## src/rtl/prio_irq_ctrl.sv

```systemverilog
module prio_irq_ctrl #(
  parameter int NSRC = 8,
  parameter int VW   = 16,
  localparam int NTOT = 8 + NSRC,
  localparam int NW   = $clog2(NTOT)
) (
  input  logic            clk,
  input  logic            rst_n,
  input  logic [NSRC-1:0] src_req,
  input  logic [NSRC-1:0] src_en,
  input  logic [NSRC-1:0] src_edge,
  input  logic [2*NSRC-1:0] src_lvl,
  input  logic [3:0]      exc_req,
  input  logic [2:0]      dbg_req,
  input  logic [2:0]      dbg_en,
  input  logic            sw_req,
  input  logic [2:0]      core_mask,
  input  logic [VW-1:0]   vec_base,
  input  logic            fast_en,
  input  logic [NW-1:0]   fast_src,
  input  logic [VW-1:0]   fast_vec,
  input  logic            irq_ack,
  output logic            irq_valid,
  output logic [VW-1:0]   irq_vec,
  output logic [2:0]      irq_lvl,
  output logic            irq_fast,
  output logic            wake
);

  logic [NSRC-1:0] prev_q, epend_q, pend, clr;
  logic [NTOT-1:0] fwd;
  logic [2:0]      lv [NTOT];
  logic [NW-1:0]   irq_num, best_num;
  logic [2:0]      best_lvl;
  logic            found, fast_hit;

  assign pend = (src_edge & epend_q) | (~src_edge & src_req);
  assign wake = (|exc_req) | (|(dbg_req & dbg_en)) | sw_req | (|(pend & src_en));

  always_comb begin
    for (int i = 0; i < 4; i++) begin
      lv[i]  = 3'd4;
      fwd[i] = exc_req[i];
    end
    for (int i = 0; i < 3; i++) begin
      lv[4+i]  = 3'd4;
      fwd[4+i] = dbg_req[i] & dbg_en[i] & (core_mask <= 3'd4);
    end
    lv[7]  = 3'd0;
    fwd[7] = sw_req & (core_mask == 3'd0);
    for (int j = 0; j < NSRC; j++) begin
      case (src_lvl[2*j +: 2])
        2'd0:    lv[8+j] = 3'd1;
        2'd1:    lv[8+j] = 3'd2;
        default: lv[8+j] = 3'd3;
      endcase
      fwd[8+j] = pend[j] & src_en[j] & (lv[8+j] >= core_mask);
    end
  end

  always_comb begin
    found    = 1'b0;
    best_lvl = 3'd0;
    best_num = '0;
    for (int i = 0; i < NTOT; i++) begin
      if (fwd[i] && (!found || lv[i] > best_lvl)) begin
        found    = 1'b1;
        best_lvl = lv[i];
        best_num = NW'(i);
      end
    end
    fast_hit = 1'b0;
    if (fast_en && int'(fast_src) < NTOT)
      fast_hit = fwd[fast_src] && (lv[fast_src] == best_lvl);
  end

  always_comb
    for (int j = 0; j < NSRC; j++)
      clr[j] = irq_valid && irq_ack && (irq_num == NW'(8 + j));

  always_ff @(posedge clk or negedge rst_n) begin
    if (!rst_n) begin
      prev_q    <= '0;
      epend_q   <= '0;
      irq_valid <= 1'b0;
      irq_vec   <= '0;
      irq_lvl   <= '0;
      irq_fast  <= 1'b0;
      irq_num   <= '0;
    end else begin
      prev_q  <= src_req;
      epend_q <= (epend_q & ~clr) | (src_req & ~prev_q & src_edge);
      if (irq_valid) begin
        if (irq_ack) irq_valid <= 1'b0;
      end else if (found) begin
        irq_valid <= 1'b1;
        irq_lvl   <= best_lvl;
        irq_fast  <= fast_hit;
        irq_num   <= fast_hit ? fast_src : best_num;
        irq_vec   <= fast_hit ? fast_vec : vec_base + VW'({best_num, 1'b0});
      end
    end
  end

  assert_hold_R9: assert property (@(posedge clk) disable iff (!rst_n)
    irq_valid && !irq_ack |=> irq_valid && $stable(irq_vec) && $stable(irq_lvl) && $stable(irq_fast));
  assert_ack_drop_R9: assert property (@(posedge clk) disable iff (!rst_n)
    irq_valid && irq_ack |=> !irq_valid);
  assert_unmaskable_R5: assert property (@(posedge clk) disable iff (!rst_n)
    (|exc_req) && !irq_valid |=> irq_valid && irq_lvl == 3'd4);
  assert_mask_R4: assert property (@(posedge clk) disable iff (!rst_n)
    $rose(irq_valid) |-> (irq_num < NW'(4)) || (irq_lvl >= $past(core_mask)));
  assert_wake_R12: assert property (@(posedge clk) disable iff (!rst_n)
    $rose(irq_valid) |-> $past(wake));
  assert_fast_vec_R8: assert property (@(posedge clk) disable iff (!rst_n)
    $rose(irq_valid) && irq_fast |-> irq_vec == $past(fast_vec));

endmodule

```

## config.mk

```make
export PLATFORM = sky130hd
export DESIGN_NAME = prio_irq_ctrl
export DESIGN_NICKNAME = d
export VERILOG_FILES = /design/src/rtl/prio_irq_ctrl.sv
export SDC_FILE = /design/constraint.sdc
export NUM_CORES = 1
export LEC_CHECK = 0
export BUFFER_PORTS_ARGS = -buffer_cell sky130_fd_sc_hd__buf_2
export CAP_MARGIN = 20
export CORE_MARGIN = 10
export CORE_UTILIZATION = 27
export DETAILED_ROUTE_END_ITERATION = 8
export GPL_TIMING_DRIVEN = 0
export HOLD_SLACK_MARGIN = 0.08
export PLACE_DENSITY_LB_ADDON = 0.12
export SETUP_SLACK_MARGIN = 0.15
export SLEW_MARGIN = 30
export SYNTH_ARGS = -nofsm -noshare
export SYNTH_HDL_FRONTEND = slang
export SYNTH_SLANG_ARGS = --single-unit
```

## constraint.sdc

```tcl
create_clock -name clk -period 10.8 [get_ports clk]
set_input_delay 0.54 -clock clk [delete_from_list [all_inputs] [get_ports clk]]
set_output_delay 0.54 -clock clk [all_outputs]
set_load 0.1 [all_outputs]
```

==> summary.md <==
| Metric | Value |
|---|---|
| Clk sinks | 41 |
| GPL Wtd Cong | between 0.8 and 0.9 |
| Failing checks | setup timing |
| Vias in the first global route | 4675 |
| Antenna Nets Post-Route | 0 |
| Syn Nets | just over 600 |
| DR vias | 4481 |
| Worst slew pin tran | about 800 ps |
| Biggest area consumer among synthesized cells | dfrtp_1 |
| Initial core utilization | 27.87% |
| Reg-to-Reg Start | epend_q[0] |
| Post-Synthesis Cells | 486 |
| Later-pin clock latency in the skew report | 290 ps |
| Pwr per Cell Area | between 100 and 150 nW/um^2 |
| Maxcap violations | 0 |
| Crit-path max FO | 5 |
| Share of cells above drive strength 1 | 49.11% |
| Std cell rows | 44 |
| Fmax | 0.09020 GHz |
| Final period util | 102.6% |
| Post-synth EDFFs | 0 |
| Diode count | 0 |
| Worst min-delay path class | input pin to async pin |
| Top cell type's share of synthesized area | 25.05% |
| Critical Path AT | 11270 ps |
| DRT iter0 DRCs | ~250 |
| Leak | 0.002687 uW |
| Post-synthesis sequential area ratio | 25.05% |
| Post-synthesis simple-gate area fraction | a little over a quarter |
| CTS tree | yes |
| Post-route cell area | between 6000 and 7000 sq um |
| Core area | 14700 sq um |
| Synth Area in Compound Gates | 24.10% |
| Setup violators final | 8 |
| Clock transition at the registers of the reported paths | about 70 ps |
| Clock network fraction of total power | a little over a quarter |
| Clock Path Buffers | 2 |
| Crit. Startpoint | src_lvl[0] |
| Slowest CP cell | fa_2 |
| Die W | between 100 and 150 um |
| Nature of the critical path endpoint | register |
| Worst clock skew | 12.51 ps |
| Logic pwr share | 44.7% |
| Area Growth Syn to Fin | 53.97% |
| Sequential power share | between 20% and 30% |
| Status | finished, violations left |
| FF+latch count, synth | 41 |
| Most frequent cells in the layout | 111 x buf_2, 64 x nand2_1, 61 x buf_4 |
| DP Area | around 5100 sq um |
| Post-synthesis xor/xnor area fraction | 4.490% |
| Avg Vias per Cell | between 5 and 6 |
| R2r setup slk | -80 ps |
| Async SR Flop Fraction | 100.0% |
| Die height | 143.2 um |
| Clock period minus worst slack | between 10000 and 15000 ps |
| Worst Path Required | 10980 ps |
| Worst Setup Path Type | input pin to register |
| Port Buffers | 114 |
| Setup WS pre-CTS | -1501 ps |
| Slew Limit Fails | 0 |
| Fin nets | 804 |
| RSZ-0062 raised after global routing | true |
| Distinct cells, synth | 74 |
| Total CTS buffers | 5 |
| Synth Warn # | 0 |
| Worst setup path endpoint | irq_vec[15] |
| I/O pins | between 100 and 150 |
| Post-CTS Hold Fix Bufs | 0 |
| R2R Path End | irq_vec[15] |
| Mapped Area | approximately 4100 sq um |
| Top post-synthesis cells by area | dfrtp_1 25%, ha_1 10%, nand2_1 6.3%, o21ai_0 4.9%, nor2_1 3.0% |
| Synth Flop Type | dfrtp_1 |
| Largest family of logic cells by synthesized area | simple AND/OR/NAND/NOR gates |
| Reg2Reg Depth | 64 |
| Switch share | 41.83% |
| Total Wirelength | 16.16 mm |
| Initial DRT Pass Iterations | 4 |
| Final Hold Viols | 0 |
| CP peak stage delay | 390 ps |
| Residual DRC | 0 |
| Drt wl/cell | 18.79 um |
| First-pass GRT wire length | roughly 25 mm |
| Commonest non-fill, non-tap cell in the layout | buf_2 |
| Worst-case vdd ir drop | 0.06295 mV |
| Root Driver | clkbuf_16 |
| Slew margin rel. | 44.89% |
| GRT overflow | 0 |
| Internal power | 377.3 uW |
| H-tree levels | 2 |
| Syn Area/Cell | approximately 8.4 sq um |
| DP HPWL | 12.31 mm |
| Switching power | 271.3 uW |
| Final worst slack | -285.9 ps |
| Largest net degree at the start of global routing | 28 |
| Post-synthesis mux area share | 5.467% |
| All-layer global routing usage | between 10% and 20% |
| Initial antenna violation count | 0 |
| Adder-Cell Fraction of Synth Area | roughly 11% |
| Setup crit start kind | input pin |
| Die area | a little over 20000 sq um |
[sequential cells by signal, indices dropped and copies added, names as in the netlist]
signal     cells
epend_q        8
irq_num        4
irq_lvl        3
irq_vec       16
irq_valid      1
prev_q         8
irq_fast       1
[how the worst min path moves through the flow]
stage	from	to	depth (start not counted)
2_1_floorplan	rst_n	epend_q[0]	0
3_3_place_gp	prev_q[0]	epend_q[0]	1
4_1_cts	rst_n	irq_vec[15]	1
6_report	rst_n	irq_vec[15]	1
5_1_grt	rst_n	irq_vec[12]	1
3_5_place_dp	prev_q[0]	epend_q[0]	1
[per-stage QoR]
stage | power, uW | setup TNS [ps] | instances | util [%] | hold WS [ps]
6_report | 648.5 | -1357 | 860 | 42.91 | 171.3
5_1_grt | 679.9 | -5930 | 860 | 42.91 | 199.3
4_1_cts | 635.5 | -2170 | 848 | 40.02 | 186.5
3_5_place_dp | 438.2 | -18920 | 785 | 34.43 | 424.8
3_3_place_gp | 434.8 | -19390 | 784 | 34.30 | 420.7
2_1_floorplan | 364.4 | 0 | 486 | - | 244.4
[cells in the mapped netlist, drive strengths merged (3+ instances only)]
master and instances:
buf 5, or3 8, nand2b 10, ha 34
a221o 10, a21oi 23, and2 5, nand2 70
mux4 4, mux2 11, xnor2 12, nor2 33
nor4 6, nor3 21, a31oi 3, a21o 5
o21ai 42, nor2b 15, nand4 5, o211ai 13
or2 10, dfrtp 41, o31ai 9, and3 8
xor2 6, nand3 10, clkbuf 10, nand3b 3
o21a 6, a211oi 7, inv 11
[metal layers]
layer | vias to the layer above | global-route usage [%] | part of all wire [%]
li1 | 2197 | - | -
met1 | 2160 | 19.24 | 45
met2 | 112 | 25.18 | 49
met3 | 12 | 2.255 | 4.8
met4 | 0 | 3.855 | 1.2
met5 | - | 0 | 0
[cells by family (layout without fill, tap and decap cells)]
logic type                 after synthesis  in the layout
AOI/OAI and AO/OA                      138            138
and+or+nand+nor                        212            212
buffers and inverters                   26            216
adders and majority gates               35             35
xor gates and xnor gates                18             18
muxes                                   16             16
DFF                                     41             41
[layout make-up]
| class | count | area, sq um |
|---|---|---|
| plain buffers | 15 | 83.83 |
| clock buffers | 7 | 142.6 |
| clock inverters | 1 | 30.03 |
| fillers | 1453 | 8392 |
| inverters | 11 | 45.04 |
| multi-input cells | 419 | 3611 |
| flip-flops and latches | 41 | 1026 |
| well taps | 184 | 230.2 |
| repair buffers | 182 | 1139 |
[worst max-delay path: cells and delay by family]
kind                     cells  cell delay [ps]
adder cells (fa/ha/maj)      9             2460
buffers and inverters       10             1220
AND/OR/NAND/NOR             20             2940
AO/OA/AOI/OAI               27             3970
XOR/XNOR                     1              140
[timing repair]
item	4_1_cts	5_1_grt
cloned	0	0
setup endpoints to repair	20	20
setup buffers	55	12
pin swaps	58	56
resized for setup	49	62
[power by group through the flow]
| stage | sequential, uW | clock, uW | combinational [uW] |
|---|---|---|---|
| 6_report | 181 | 178 | 290 |
| 5_1_grt | 183 | 187 | 310 |
| 4_1_cts | 181 | 180 | 274 |
| 3_5_place_dp | 184 | 0 | 254 |
| 3_3_place_gp | 183 | 0 | 251 |
| 2_1_floorplan | 274 | 0 | 90.2 |
Note: power is estimated with default switching activity, not from simulation.
